File: config.mk
export PLATFORM = sky130hd
export DESIGN_NAME = cmdbuf_regbuf
export DESIGN_NICKNAME = d
export VERILOG_FILES = /design/src/rtl/cmdbuf_pkg.sv /design/src/rtl/cmdbuf_rst_sync.sv /design/src/rtl/cmdbuf_bus_stage.sv /design/src/rtl/cmdbuf_parity.sv /design/src/rtl/cmdbuf_err_hold.sv /design/src/rtl/cmdbuf_regbuf.sv
export SDC_FILE = /design/constraint.sdc
export NUM_CORES = 1
export LEC_CHECK = 0
export BUFFER_PORTS_ARGS = -buffer_cell sky130_fd_sc_hd__buf_2
export CAP_MARGIN = 20
export CORE_MARGIN = 1.5
export CORE_UTILIZATION = 42
export CTS_CLUSTER_SIZE = 30
export DETAILED_ROUTE_END_ITERATION = 12
export PLACE_DENSITY = 0.8
export SLEW_MARGIN = 10
export SYNTH_ARGS = -nofsm -noshare
export SYNTH_HDL_FRONTEND = slang
export SYNTH_SLANG_ARGS = --single-unit
File: constraint.sdc
create_clock -name clk -period 1.24 [get_ports clk]
set_input_delay 0.186 -clock clk [delete_from_list [all_inputs] [get_ports clk]]
set_output_delay 0.186 -clock clk [all_outputs]
set_load 0.05 [all_outputs]
File: src/rtl/cmdbuf_pkg.sv
package cmdbuf_pkg;
  // Per-rank control bundle carried through the buffer
  typedef struct packed {
    logic cs_n;
    logic cke;
    logic odt;
  } rank_ctl_t;

  // Command strobes; this group is covered by parity
  typedef struct packed {
    logic ras_n;
    logic cas_n;
    logic we_n;
  } cmd_t;
endpackage

File: src/rtl/cmdbuf_rst_sync.sv
module cmdbuf_rst_sync #(
  parameter int STAGES = 2
) (
  input  logic clk,
  input  logic arst_n,
  output logic srst_n
);
  logic [STAGES-1:0] sync_q;
  logic [STAGES-1:0] sync_d;

  always_comb begin
    sync_d = {sync_q[STAGES-2:0], 1'b1};
  end

  always_ff @(posedge clk or negedge arst_n) begin
    if (!arst_n) sync_q <= '0;
    else         sync_q <= sync_d;
  end

  assign srst_n = sync_q[STAGES-1];
endmodule

File: src/rtl/cmdbuf_bus_stage.sv
module cmdbuf_bus_stage
  import cmdbuf_pkg::*;
#(
  parameter int ADDR_W = 14,
  parameter int BANK_W = 3,
  parameter int RANKS  = 2
) (
  input  logic                   clk,
  input  logic                   rst_n,
  input  logic [ADDR_W-1:0]      addr_d,
  input  logic [BANK_W-1:0]      ba_d,
  input  cmd_t                   cmd_d,
  input  rank_ctl_t [RANKS-1:0]  ctl_d,
  output logic [ADDR_W-1:0]      addr_q,
  output logic [BANK_W-1:0]      ba_q,
  output cmd_t                   cmd_q,
  output rank_ctl_t [RANKS-1:0]  ctl_q
);
  // Shared address/command register: loads every cycle
  logic shared_en;
  assign shared_en = 1'b1;

  always_ff @(posedge clk or negedge rst_n) begin
    if (!rst_n) begin
      addr_q <= '0;
      ba_q   <= '0;
      cmd_q  <= '0;
    end else if (shared_en) begin
      addr_q <= addr_d;
      ba_q   <= ba_d;
      cmd_q  <= cmd_d;
    end
  end

  // One register per rank for its select, clock enable and termination
  for (genvar r = 0; r < RANKS; r++) begin : g_rank
    rank_ctl_t rank_q;
    logic      rank_en;
    assign rank_en = 1'b1;

    always_ff @(posedge clk or negedge rst_n) begin
      if (!rst_n)       rank_q <= '0;
      else if (rank_en) rank_q <= ctl_d[r];
    end

    assign ctl_q[r] = rank_q;
  end
endmodule

File: src/rtl/cmdbuf_parity.sv
module cmdbuf_parity
  import cmdbuf_pkg::*;
#(
  parameter int ADDR_W = 14,
  parameter int RANKS  = 2
) (
  input  logic              clk,
  input  logic              rst_n,
  input  logic [ADDR_W-1:0] addr,
  input  cmd_t              cmd,
  input  logic [RANKS-1:0]  cs_n,
  input  logic              par,
  output logic              bad_q
);
  logic odd_word;
  logic any_sel;
  logic bad_d;

  always_comb begin
    odd_word = ^{addr, cmd, par};
    any_sel  = ~(&cs_n);
    bad_d    = odd_word & any_sel;
  end

  always_ff @(posedge clk or negedge rst_n) begin
    if (!rst_n) bad_q <= 1'b0;
    else        bad_q <= bad_d;
  end
endmodule

File: src/rtl/cmdbuf_err_hold.sv
module cmdbuf_err_hold #(
  parameter int HOLD = 2
) (
  input  logic clk,
  input  logic rst_n,
  input  logic trig,
  output logic pull_o
);
  localparam int CNT_W = $clog2(HOLD + 1);

  logic [CNT_W-1:0] cnt_q;
  logic [CNT_W-1:0] cnt_d;
  logic             cnt_en;

  always_comb begin
    cnt_en = trig | (cnt_q != '0);
    cnt_d  = trig ? CNT_W'(HOLD) : (cnt_q - 1'b1);
  end

  always_ff @(posedge clk or negedge rst_n) begin
    if (!rst_n)      cnt_q <= '0;
    else if (cnt_en) cnt_q <= cnt_d;
  end

  assign pull_o = (cnt_q != '0);
endmodule

File: src/rtl/cmdbuf_regbuf.sv
module cmdbuf_regbuf
  import cmdbuf_pkg::*;
#(
  parameter int ADDR_W   = 14,
  parameter int BANK_W   = 3,
  parameter int RANKS    = 2,
  parameter int ERR_HOLD = 2
) (
  input  logic              clk,
  input  logic              rst_n,
  input  logic [ADDR_W-1:0] addr_i,
  input  logic [BANK_W-1:0] ba_i,
  input  logic              ras_n_i,
  input  logic              cas_n_i,
  input  logic              we_n_i,
  input  logic [RANKS-1:0]  cs_n_i,
  input  logic [RANKS-1:0]  cke_i,
  input  logic [RANKS-1:0]  odt_i,
  input  logic              par_i,
  output logic [ADDR_W-1:0] addr_o,
  output logic [BANK_W-1:0] ba_o,
  output logic              ras_n_o,
  output logic              cas_n_o,
  output logic              we_n_o,
  output logic [RANKS-1:0]  cs_n_o,
  output logic [RANKS-1:0]  cke_o,
  output logic [RANKS-1:0]  odt_o,
  output logic              err_pull_o
);
  logic                  core_rst_n;
  cmd_t                  cmd_in;
  cmd_t                  cmd_out;
  rank_ctl_t [RANKS-1:0] ctl_in;
  rank_ctl_t [RANKS-1:0] ctl_out;
  logic                  bad_word;

  cmdbuf_rst_sync #(.STAGES(2)) u_rst (
    .clk    (clk),
    .arst_n (rst_n),
    .srst_n (core_rst_n)
  );

  assign cmd_in = '{ras_n: ras_n_i, cas_n: cas_n_i, we_n: we_n_i};

  for (genvar r = 0; r < RANKS; r++) begin : g_map
    assign ctl_in[r] = '{cs_n: cs_n_i[r], cke: cke_i[r], odt: odt_i[r]};
    assign cs_n_o[r] = ctl_out[r].cs_n;
    assign cke_o[r]  = ctl_out[r].cke;
    assign odt_o[r]  = ctl_out[r].odt;
  end

  cmdbuf_bus_stage #(.ADDR_W(ADDR_W), .BANK_W(BANK_W), .RANKS(RANKS)) u_bus (
    .clk    (clk),
    .rst_n  (core_rst_n),
    .addr_d (addr_i),
    .ba_d   (ba_i),
    .cmd_d  (cmd_in),
    .ctl_d  (ctl_in),
    .addr_q (addr_o),
    .ba_q   (ba_o),
    .cmd_q  (cmd_out),
    .ctl_q  (ctl_out)
  );

  assign ras_n_o = cmd_out.ras_n;
  assign cas_n_o = cmd_out.cas_n;
  assign we_n_o  = cmd_out.we_n;

  cmdbuf_parity #(.ADDR_W(ADDR_W), .RANKS(RANKS)) u_par (
    .clk   (clk),
    .rst_n (core_rst_n),
    .addr  (addr_i),
    .cmd   (cmd_in),
    .cs_n  (cs_n_i),
    .par   (par_i),
    .bad_q (bad_word)
  );

  cmdbuf_err_hold #(.HOLD(ERR_HOLD)) u_err (
    .clk    (clk),
    .rst_n  (core_rst_n),
    .trig   (bad_word),
    .pull_o (err_pull_o)
  );
endmodule

==> impl_results.md <==
* Maximum vdd ir drop at 1150 µV
* Class of the most critical hold timing path: in -> reg
* Post-placement cell count at 143
* Port-buffer cells at 55
* Pre-CTS setup slack at -0.0522 ns
* Syn nets at 88
* Worst path max stage delay at 0.41 ns
* Height of the die at 52.2 µm
* Detailed placement HPWL at 1.39 mm
* Kind of start point of the critical path: flop
* DIE AREA at 2720 µm²
* Synth Warn # at 0
* Initial antenna violation count at 0
* Cell family contributing the most delay on the critical path: flip-flops
* Max Clock Freq at 732 MHz
* Violated checks: setup timing
* Clock latency on the worst-skew pair at 0.31 ns
* Setup Viol. Count Final at 2
* Fraction of final layout cells with drive strength greater than 1 at 48.4%
* Final instance count without filler cells at 181
* Launch instance of the worst register-to-register path: u_err.cnt_q[0]
* Area fraction of the dominant cell type after synthesis at 76.4%
* Via density at 4.33
* CTS clock-pin slew for the worst setup and hold paths at 0.09 ns
* Pleak at 0.886 nW
* All-Layer GR Usage at 19.9%
* Post-detailed-route wirelength per cell at 12.6 µm
* Count of distinct cell types in the synthesized netlist at 13
* Power per unit of standard cell area at 1550 nW/µm²
* CTS H-Tree Depth at 2
* Maximum buffer depth of the clock tree at 2
* Number of hold violations in the final report at 0
* Flip-flop and latch count after synthesis at 31
* Overall routed net length at 2.28 mm
* Congestion Overflow GR at 0
* Average cell area after synthesis at 17.5 µm²
* GPL Wtd Cong at 0.714
* Root cell of the clock tree: clkbuf_4
* Starting Density at 45.0%
* Worst path buffer plus inverter count at 3
* Cells traversed along the worst timing path: inv_2 > ha_4 > clkinvlp_4 > buf_8
* Sequential area share after synthesis at 76.4%
* Total number of nets in the final design at 182
* Number of maximum-capacitance constraint violations at 0
* Core footprint at 2250 µm²
* Unrepaired setup endpoints after global routing: true
* Hold wc startpoint: addr_i[13]
* Multi-input combinational cell area at 243 µm²
* Antenna cells at 0
* Number of design rule violations left after detail routing at 0
* CTS tree: yes
* Worst Setup End Kind: primary output
* Number of filler instances in the final layout at 161
* Beginning of the critical path: u_err.cnt_q[0]
* Maximum net fanout on the critical path at 2
* Share of the clock period used by the worst path after layout at 110%
* Run status: complete, but fails checks
* Cell type of the slowest stage on the worst timing path: dfrtp_1
* Min Tclk post-route at 1.37 ns
* Final setup skew at 0.00365 ns
* Vias in the first global route at 850
* Count of mapped cells out of synthesis at 58
* Horizontal extent of the die at 52.2 µm
* First-pass GRT wire length at 3.69 mm
* Count of standard-cell rows at 17
* Final total negative setup slack at -0.189 ns
* Number of slew-limit violations in the final report at 0
* Register area at 776 µm²
* Setup Crit Path Kind: reg -> out
* CTS buffer count at 5
* Iteration count of the initial detailed-routing pass at 4
* Via Count at 784
* Final setup slack of the worst path at -0.125 ns
* Number of DRC markers in iteration 0 at 4
* Cell area after technology mapping at 1010 µm²
* Most area-consuming cells after synthesis: dfrtp_1 (76%), xnor2_1 (7.8%), xnor3_1 (4.4%)
* Clock sink total at 31
* Critical Path RT at 1.05 ns
* Synth-to-Final Area Change at 71.5%
* Ports placed on the boundary at 56
* Cell type with the highest aggregate area in the netlist: dfrtp_1
* Detail Route Antenna Nets at 0
* Maximum number of pins on one net before global-route repair at 25
* Arrival time of data at the critical path endpoint at 1.18 ns
## per-layer routing
layer / vias to the layer above / GRT usage (%) / part of all wire (%)
li1: 366 / - / -
met1: 389 / 20.6 / 34
met3: 4 / 4.31 / 3.9
met4: 0 / 10.3 / 1.5
met2: 25 / 36.9 / 60
met5: - / 0 / 0
## through the flow
stage | util, % | hold slack, ns | instance area, µm² | power, mW
CTS | 76.9 | 0.0864 | 1730 | 2.68
global route | 77.2 | 0.0892 | 1740 | 2.84
finish | 77.2 | 0.0958 | 1740 | 2.70
detailed placement | 60.4 | -0.0247 | 1360 | 1.84
global placement | 60.4 | -0.0297 | 1360 | 1.82
floorplan | - | -0.110 | 1020 | 1.67
## cells in the mapped netlist (all sizes together)
cell type and number:
mux2i 2, xor2 3, inv 3, nor2 1, xnor2 10, or2 1, xnor3 2, conb 1
dfrtp 31, nand2 2, ha 1, a21o 1
## flip-flops by register name (all words and copies together), names as in the netlist
register / cells
u_bus.addr_q: 14
u_bus.ba_q: 3
u_bus.cmd_q: 3
u_bus.ctl_q: 6
u_err.cnt_q: 2
u_par.bad_q: 1
u_rst.sync_q: 2
## report_power, final
| part | total (mW) | switching (mW) | internal, mW | leakage [nW] |
|---|---|---|---|---|
| Clock | 0.647 | 0.314 | 0.333 | 0.0386 |
| Combinational | 0.907 | 0.458 | 0.449 | 0.486 |
| Sequential | 1.15 | 0.0422 | 1.10 | 0.362 |
## cell families after synthesis
logic type | count (synthesis) | synth area share (%)
flops | 31 | 76.4
xor+xnor | 15 | 16.4
simple gates | 4 | 1.73
buf+inv | 3 | 1.11
mux | 2 | 1.97
fa+ha+maj | 1 | 1.23
other cells | 1 | 0.370
compound gates | 1 | 0.740
## path summary, 6_finish.rpt
check                                   end  slack (ns)  cells past startpoint
max reg2reg                  u_err.cnt_q[1]       -0.06                      6
min                        u_bus.addr_q[13]         0.1                      2
min in group asynchronous   u_bus.addr_q[6]        0.11                      0
min reg2reg                 u_bus.addr_q[6]        0.11                      0
max in group asynchronous    u_bus.ctl_q[4]        0.72                      1
max                              err_pull_o       -0.13                      4
## repair_timing
item / CTS / global route
buffers inserted: 3 / 1
hold buffers: 26 / 0
hold endpoints to repair: 27 / 0
pin swaps: 1 / 0
gates resized for setup: 6 / 0
setup endpoints to repair: 1 / 2
## final cells by class
class,instances,share of cell area (%)
clock buffers,8,3.95
inverters,3,0.863
multi-input cells,24,13.9
flip-flops and latches,31,44.6
well taps,28,2.01
repair buffers,87,34.7
## placed cells by master (no fill, tap or decap), types with 2 or more instances in the layout
cell and count:
clkbuf_8 2, xnor2_1 9, xnor3_1 2, buf_2 54, dfrtp_1 31, nand2_1 2, inv_2 2, clkbuf_4 5
mux2i_1 2, xor2_1 3, buf_4 5, dlygate4sd3_1 26
## worst reg2reg max path: stages, from the launching register on
cell and delay, ns:
dfrtp_1 0.41, inv_2 0.08, ha_4 0.14, clkinvlp_4 0.09
buf_4 0.14, mux2i_1 0.12, or2_4 0.23
No activity file was read; power rests on OpenSTA's default activity.
